### src/rtl/rfsh_pkg.sv
package rfsh_pkg;

  // Class of a sampled row-enable fall
  typedef enum logic [2:0] {
    EV_NONE  = 3'd0,
    EV_RFSH  = 3'd1,
    EV_SELF  = 3'd2,
    EV_READ  = 3'd3,
    EV_OTHER = 3'd4
  } fall_ev_e;

  // Strobe combination that requests self-refresh
  function automatic logic self_combo(input logic sel_n, input logic wr_rd,
                                      input logic rfsh_n, input logic wen_n,
                                      input logic col_lat_n);
    return sel_n & wr_rd & rfsh_n & wen_n & ~col_lat_n;
  endfunction

  // Window compliance test
  function automatic logic window_short(input int unsigned have,
                                        input int unsigned need);
    return have < need;
  endfunction

endpackage

### src/rtl/rfsh_decode.sv
module rfsh_decode
  import rfsh_pkg::*;
#(
  parameter bit CBR_TIED = 1'b0
) (
  input  logic     clk,
  input  logic     rst_n,
  input  logic     row_en_n,
  input  logic     rfsh_n,
  input  logic     col_lat_n,
  input  logic     wr_rd,
  input  logic     wen_n,
  input  logic     sel_n,
  output logic     fall,
  output fall_ev_e ev
);

  logic re_prev;
  logic trig_n;

  always_ff @(posedge clk or negedge rst_n) begin
    if (!rst_n) re_prev <= 1'b1;
    else        re_prev <= row_en_n;
  end

  assign fall = re_prev & ~row_en_n;

  generate
    if (CBR_TIED) begin : g_tied
      assign trig_n = col_lat_n;
    end else begin : g_split
      assign trig_n = rfsh_n;
    end
  endgenerate

  always_comb begin
    ev = EV_NONE;
    if (fall) begin
      if (!trig_n)
        ev = EV_RFSH;
      else if (self_combo(sel_n, wr_rd, rfsh_n, wen_n, col_lat_n))
        ev = EV_SELF;
      else if (!sel_n && !wr_rd)
        ev = EV_READ;
      else
        ev = EV_OTHER;
    end
  end

endmodule

### src/rtl/rfsh_engine.sv
module rfsh_engine
  import rfsh_pkg::*;
#(
  parameter int ROW_W  = 10,
  parameter int SR_INT = 7800,
  parameter int GUARD  = 13
) (
  input  logic             clk,
  input  logic             rst_n,
  input  logic             row_en_n,
  input  fall_ev_e         ev,
  output logic             idle,
  output logic             stb,
  output logic [ROW_W-1:0] row,
  output logic [ROW_W-1:0] ctr,
  output logic             in_ext,
  output logic             in_self,
  output logic             guard_busy,
  output logic             ctr_adv
);

  localparam int TW = (SR_INT > 1) ? $clog2(SR_INT) : 1;
  localparam int GW = $clog2(GUARD + 1);

  logic [TW-1:0] tmr;
  logic [GW-1:0] gcnt;
  logic          stb_self;

  function automatic logic [ROW_W-1:0] next_row(input logic [ROW_W-1:0] r);
    return r + 1'b1;
  endfunction

  assign idle       = ~in_ext & ~in_self & (gcnt == '0);
  assign guard_busy = (gcnt != '0);
  assign ctr_adv    = (in_ext & row_en_n) | stb_self;

  always_ff @(posedge clk or negedge rst_n) begin
    if (!rst_n) begin
      ctr      <= '0;
      row      <= '0;
      stb      <= 1'b0;
      stb_self <= 1'b0;
      in_ext   <= 1'b0;
      in_self  <= 1'b0;
      tmr      <= '0;
      gcnt     <= '0;
    end else begin
      stb      <= 1'b0;
      stb_self <= 1'b0;
      if (gcnt != '0) gcnt <= gcnt - 1'b1;
      if (ctr_adv) ctr <= next_row(ctr);

      if (in_self) begin
        if (row_en_n) begin
          in_self <= 1'b0;
          gcnt    <= GW'(GUARD);
        end else if (tmr == TW'(SR_INT - 1)) begin
          tmr      <= '0;
          stb      <= 1'b1;
          stb_self <= 1'b1;
          row      <= ctr;
        end else begin
          tmr <= tmr + 1'b1;
        end
      end else if (in_ext) begin
        if (row_en_n) in_ext <= 1'b0;
      end else begin
        case (ev)
          EV_RFSH: begin
            in_ext <= 1'b1;
            stb    <= 1'b1;
            row    <= ctr;
          end
          EV_SELF: begin
            in_self <= 1'b1;
            tmr     <= '0;
          end
          default: ;
        endcase
      end
    end
  end

endmodule

### src/rtl/rfsh_window.sv
module rfsh_window
  import rfsh_pkg::*;
#(
  parameter int PERIOD   = 8000000,
  parameter int MIN_REFS = 1024
) (
  input  logic clk,
  input  logic rst_n,
  input  logic stb,
  output logic win_end,
  output logic viol
);

  localparam int WCW = $clog2(PERIOD);
  localparam int RCW = $clog2(MIN_REFS + 1);

  logic [WCW-1:0] wc;
  logic [RCW-1:0] refs;
  logic [RCW:0]   refs_tot;

  assign win_end  = (wc == WCW'(PERIOD - 1));
  assign refs_tot = {1'b0, refs} + (RCW + 1)'(stb);

  always_ff @(posedge clk or negedge rst_n) begin
    if (!rst_n) begin
      wc   <= '0;
      refs <= '0;
      viol <= 1'b0;
    end else if (win_end) begin
      wc   <= '0;
      refs <= '0;
      if (window_short(int'(refs_tot), MIN_REFS)) viol <= 1'b1;
    end else begin
      wc <= wc + 1'b1;
      if (stb && refs != RCW'(MIN_REFS)) refs <= refs + 1'b1;
    end
  end

endmodule

### src/rtl/rfsh_init.sv
module rfsh_init
  import rfsh_pkg::*;
#(
  parameter int RA_W       = 11,
  parameter int PRE_HIGH   = 38,
  parameter int INIT_REFS  = 8,
  parameter int INIT_READS = 2
) (
  input  logic            clk,
  input  logic            rst_n,
  input  logic            row_en_n,
  input  fall_ev_e        ev,
  input  logic [RA_W-1:0] row_addr,
  output logic            armed,
  output logic            init_done
);

  localparam int HW  = $clog2(PRE_HIGH + 1);
  localparam int RFW = $clog2(INIT_REFS + 1);
  localparam int RDW = $clog2(INIT_READS + 1);

  logic [HW-1:0]   hi_cnt;
  logic [RFW-1:0]  rf_cnt;
  logic [RDW-1:0]  rd_cnt;
  logic [RA_W-1:0] last_row;
  logic            have_row;
  logic            new_row;

  assign new_row   = ~have_row | (row_addr != last_row);
  assign init_done = armed & (rf_cnt == RFW'(INIT_REFS)) & (rd_cnt == RDW'(INIT_READS));

  always_ff @(posedge clk or negedge rst_n) begin
    if (!rst_n) begin
      hi_cnt   <= '0;
      armed    <= 1'b0;
      rf_cnt   <= '0;
      rd_cnt   <= '0;
      last_row <= '0;
      have_row <= 1'b0;
    end else if (!armed) begin
      if (row_en_n) begin
        if (hi_cnt == HW'(PRE_HIGH - 1)) armed  <= 1'b1;
        else                             hi_cnt <= hi_cnt + 1'b1;
      end else begin
        hi_cnt <= '0;
      end
    end else begin
      if (ev == EV_RFSH && rf_cnt != RFW'(INIT_REFS)) rf_cnt <= rf_cnt + 1'b1;
      if (ev == EV_READ) begin
        if (new_row && rd_cnt != RDW'(INIT_READS)) rd_cnt <= rd_cnt + 1'b1;
        last_row <= row_addr;
        have_row <= 1'b1;
      end
    end
  end

endmodule

### src/rtl/rfsh_seq.sv
module rfsh_seq
  import rfsh_pkg::*;
#(
  parameter int ROW_W      = 10,
  parameter int RA_W       = 11,
  parameter int PERIOD     = 8000000,
  parameter int MIN_REFS   = 1024,
  parameter int SR_INT     = 7800,
  parameter int GUARD      = 13,
  parameter int PRE_HIGH   = 38,
  parameter int INIT_REFS  = 8,
  parameter int INIT_READS = 2,
  parameter bit CBR_TIED   = 1'b0
) (
  input  logic             clk,
  input  logic             rst_n,
  input  logic             row_en_n,
  input  logic             rfsh_n,
  input  logic             col_lat_n,
  input  logic             wr_rd,
  input  logic             wen_n,
  input  logic             sel_n,
  input  logic [RA_W-1:0]  row_addr,
  output logic             rfsh_stb,
  output logic [ROW_W-1:0] rfsh_row,
  output logic             rfsh_busy,
  output logic             self_act,
  output logic             guard_busy,
  output logic             cache_rd_ok,
  output logic             init_done,
  output logic             rfsh_viol
);

  // Named internal events, visible to the bound checker
  fall_ev_e         ev_raw;
  fall_ev_e         ev_acc;
  logic             fall;
  logic             idle;
  logic             in_ext;
  logic [ROW_W-1:0] ctr;
  logic             ctr_adv;
  logic             win_end;
  logic             armed;

  rfsh_decode #(.CBR_TIED(CBR_TIED)) u_dec (
    .clk(clk), .rst_n(rst_n), .row_en_n(row_en_n), .rfsh_n(rfsh_n),
    .col_lat_n(col_lat_n), .wr_rd(wr_rd), .wen_n(wen_n), .sel_n(sel_n),
    .fall(fall), .ev(ev_raw)
  );

  assign ev_acc = idle ? ev_raw : EV_NONE;

  rfsh_engine #(.ROW_W(ROW_W), .SR_INT(SR_INT), .GUARD(GUARD)) u_eng (
    .clk(clk), .rst_n(rst_n), .row_en_n(row_en_n), .ev(ev_acc),
    .idle(idle), .stb(rfsh_stb), .row(rfsh_row), .ctr(ctr),
    .in_ext(in_ext), .in_self(self_act), .guard_busy(guard_busy),
    .ctr_adv(ctr_adv)
  );

  rfsh_window #(.PERIOD(PERIOD), .MIN_REFS(MIN_REFS)) u_win (
    .clk(clk), .rst_n(rst_n), .stb(rfsh_stb), .win_end(win_end), .viol(rfsh_viol)
  );

  rfsh_init #(.RA_W(RA_W), .PRE_HIGH(PRE_HIGH), .INIT_REFS(INIT_REFS),
              .INIT_READS(INIT_READS)) u_init (
    .clk(clk), .rst_n(rst_n), .row_en_n(row_en_n), .ev(ev_acc),
    .row_addr(row_addr), .armed(armed), .init_done(init_done)
  );

  assign rfsh_busy   = in_ext | self_act;
  assign cache_rd_ok = ~self_act & ~guard_busy;

endmodule

### config.mk
export PLATFORM = sky130hd
export DESIGN_NAME = rfsh_seq
export DESIGN_NICKNAME = d
export VERILOG_FILES = /design/src/rtl/rfsh_pkg.sv /design/src/rtl/rfsh_decode.sv /design/src/rtl/rfsh_engine.sv /design/src/rtl/rfsh_window.sv /design/src/rtl/rfsh_init.sv /design/src/rtl/rfsh_seq.sv
export SDC_FILE = /design/constraint.sdc
export NUM_CORES = 1
export LEC_CHECK = 0
export ABC_AREA = 1
export BUFFER_PORTS_ARGS = -buffer_cell sky130_fd_sc_hd__buf_2
export CORE_UTILIZATION = 38
export DETAILED_ROUTE_END_ITERATION = 8
export GPL_ROUTABILITY_DRIVEN = 0
export REMOVE_ABC_BUFFERS = 1
export SETUP_SLACK_MARGIN = 0.05
export SLEW_MARGIN = 20
export SYNTH_ARGS = -nofsm -noshare
export SYNTH_HDL_FRONTEND = slang
export SYNTH_HIERARCHICAL = 1
export SYNTH_SLANG_ARGS = --single-unit
### constraint.sdc
create_clock -name clk -period 2.6 [get_ports clk]
set_input_delay 0.52 -clock clk [delete_from_list [all_inputs] [get_ports clk]]
set_output_delay 0.52 -clock clk [all_outputs]
set_load 0.01 [all_outputs]
==> metrics <==
outcome=finished, final reports clean; synth warn=6; number of flops mapped to enable cells by yosys=0; sequential-to-total area share from yosys stat=44.0%; grt ovf=0; CP required=2.85 ns; setup TNS=0 ns; slowest cell on the critical path=dfrtp_1; DRT Pass-1 Iters=4; max cap viols=0; Sinks on Clock Net=102; crit path cell chain=inv_1, ha_1, nand2_1, nor2_1, inv_1, nor3_4, nand2_1, inv_1, inv_1, nor2_1, nand3_2, nand2_4, buf_4, inv_1, nand2_1, nand2_1; ys flop type=dfrtp_1; worst hold-check path type=in2async; count leader, synth=nand2_1; RSZ-0062 raised after global routing=false; fin nets=853; Via Count=4746; Worst Setup Path Type=reg2reg; Core Rows=44; crit-path max FO=6; Area contributors post-synth=dfrtp_1 (44%), nand2_1 (14%), inv_1 (8.0%); Die Ht=126 um; Finish-stage setup viols=0; core area=14700 sq um; H-tree depth=3; P_leak=3.44 nW; Startpoint Class=flop; Hold Vio Cnt, Final=0; Post-Route WL=11.7 mm; PortBufs=35; area grow syn2layout=12.8%; Async SR Flop Fraction=100%; fin. max-slew vios=0; largest net degree at the start of global routing=40; CTS root buffer=clkbuf_16; DR vias/cell=4.69; Worst path max stage delay=0.38 ns; Clock Pin Slew Worst Setup and Hold Paths=0.07 ns; Synth area leader=dfrtp_1; DP HPWL=8.40 mm; clock buffer depth=2; Slew @ Worst Pin=0.497 ns; CTS tree=yes; first-pass GRT wire length=20.7 mm; Initial Util=39.5%; Cell Count, Final, Fillers Out=1012; antenna violations before repair=0; vias in the first global route=4496; worst vdd ir=0.359 mV; CP Data Arrival Time=2.54 ns; Die Area=15800 sq um; syn_area_per_cell=7.45 sq um; Period minus WS final=2.28 ns; PD cells=643 nW/um^2; Fmax=438 MHz; per-cell routed wire length=11.6 um; Total GRT Usage=16.3%; cells after synthesis=779; Slew HR=66.8%; layout cells sized above 1=12.9%; Final ANT Viol Nets=0; Crit path top cell by count=inv_1; Layout Skew=0.00697 ns; fin crit share=87.8%; Detailed Route Iter0 Violations=339; fill count=1496; Yosys top cell area share=43.5%; Die Wd=126 um; Mapped Area=5800 sq um; Bufs and invs on worst path=6; Antenna diodes=0; io pins=36; Worst setup EP type=flop; Inserted Clock Buffers=9; Cells after DPL=994; Post-route DRC=0; top cells by count, synth=nand2_1 (216), inv_1 (124), nor2_1 (102); CP top delay family=simple AND/OR/NAND/NOR gates; Cell variety after synth=38; worst-skew pair later-pin latency=0.36 ns; synthesized flop and latch total=102
## sequential cells by signal, summed over array words and instances (netlist names), 2 cells and up
signal,cells
u_eng/row,10
u_eng/tmr,13
u_eng/ctr,10
u_init/rf_cnt,4
u_win/refs,11
u_init/rd_cnt,2
u_init/last_row,11
u_win/wc,23
u_init/hi_cnt,6
u_eng/gcnt,4
## metal layers
| metal | routed length [um] | global-route usage, % | share of wire (%) |
|---|---|---|---|
| met5 | 0 | 0 | 0 |
| met4 | 157 | 4.95 | 1.3 |
| met3 | 303 | 3.34 | 2.6 |
| met2 | 5470 | 27.6 | 47 |
| met1 | 5820 | 20.7 | 50 |
## stage by stage
| step | setup WS [ns] | power, mW | area, sq um | util [%] | hold WS, ns |
|---|---|---|---|---|---|
| floorplan | 0.393 | 2.54 | 5720 | - | 0.224 |
| global placement | 0.227 | 2.78 | 6190 | 42.1 | 0.451 |
| detailed placement | 0.140 | 2.80 | 6190 | 42.1 | 0.453 |
| CTS | 0.128 | 4.27 | 6510 | 44.3 | 0.112 |
| global route | 0.0771 | 4.51 | 6550 | 44.5 | 0.131 |
| finish | 0.317 | 4.21 | 6550 | 44.5 | 0.0866 |
## cell type report
cell class                      count  area (sq um)  area share (%)
Timing Repair Buffer               42           243            3.71
Sequential cell                   102          2550            39.0
Clock inverter                      7          88.8            1.36
Inverter                          131           493            7.53
Clock buffer                        9           225            3.44
Tap cell                          184           230            3.52
Multi-Input combinational cell    537          2710            41.4
## power by group
group / leakage (nW) / total [mW] / switching, mW / internal [mW]
clock network: 0.155 / 1.43 / 0.662 / 0.771
logic: 1.96 / 0.769 / 0.470 / 0.300
registers: 1.33 / 2.01 / 0.203 / 1.80
total: 3.44 / 4.21 / 1.33 / 2.87
## worst paths after layout
check,from,endpoint,slack [ns],cells after the start
hold / removal,rst_n,u_init/last_row[2]$_DFFE_PN0P_,0.09,1
setup reg to reg,u_eng/gcnt[0]$_DFF_PN0_,u_eng/tmr[1]$_DFFE_PN0P_,0.32,16
hold reg to reg,u_init/have_row$_DFFE_PN0P_,u_init/have_row$_DFFE_PN0P_,0.47,2
max in group asynchronous,rst_n,u_eng/ctr[0]$_DFFE_PN0P_,1.89,2
setup / recovery,u_eng/gcnt[0]$_DFF_PN0_,u_eng/tmr[1]$_DFFE_PN0P_,0.32,16
min in group clk,row_en_n,u_dec/re_prev$_DFF_PN1_,0.34,1
## what timing repair did
action,CTS,global route
hold buffers,0,0
endpoints found under the setup margin,0,23
endpoints found under the hold margin,0,0
resized for setup,0,5
buffers inserted,0,0
## cells by family after synthesis
kind of cell / count (synthesis) / synth area share, %
and+or+nand+nor: 457 / 35.4
buffers and inverters: 142 / 9.96
DFF: 102 / 44.0
AOI/OAI and AO/OA: 38 / 3.88
xor gates and xnor gates: 29 / 4.38
adders and majority gates: 11 / 2.37
## placed cells by master, fill, tap and decap left out, types with 2 or more instances in the layout
cell type	Yosys	final
ha_1	11	11
a21oi_1	6	6
nand2_4	2	4
nand2_2	8	8
nand3b_1	4	4
clkinv_2	1	2
inv_6	0	3
o31ai_1	4	4
clkbuf_16	0	9
inv_1	124	124
xnor2_1	8	8
nand3_2	5	6
nand4_1	21	21
nor2_2	9	9
o21ai_0	21	21
o211ai_1	2	2
nor2_4	4	4
nor3_1	10	9
buf_2	5	34
nand3_1	69	68
xor2_1	21	21
nand2_1	216	216
dfrtp_1	101	101
inv_2	6	6
buf_4	2	7
nor2_1	102	102
Note: power is estimated with default switching activity, not from simulation.
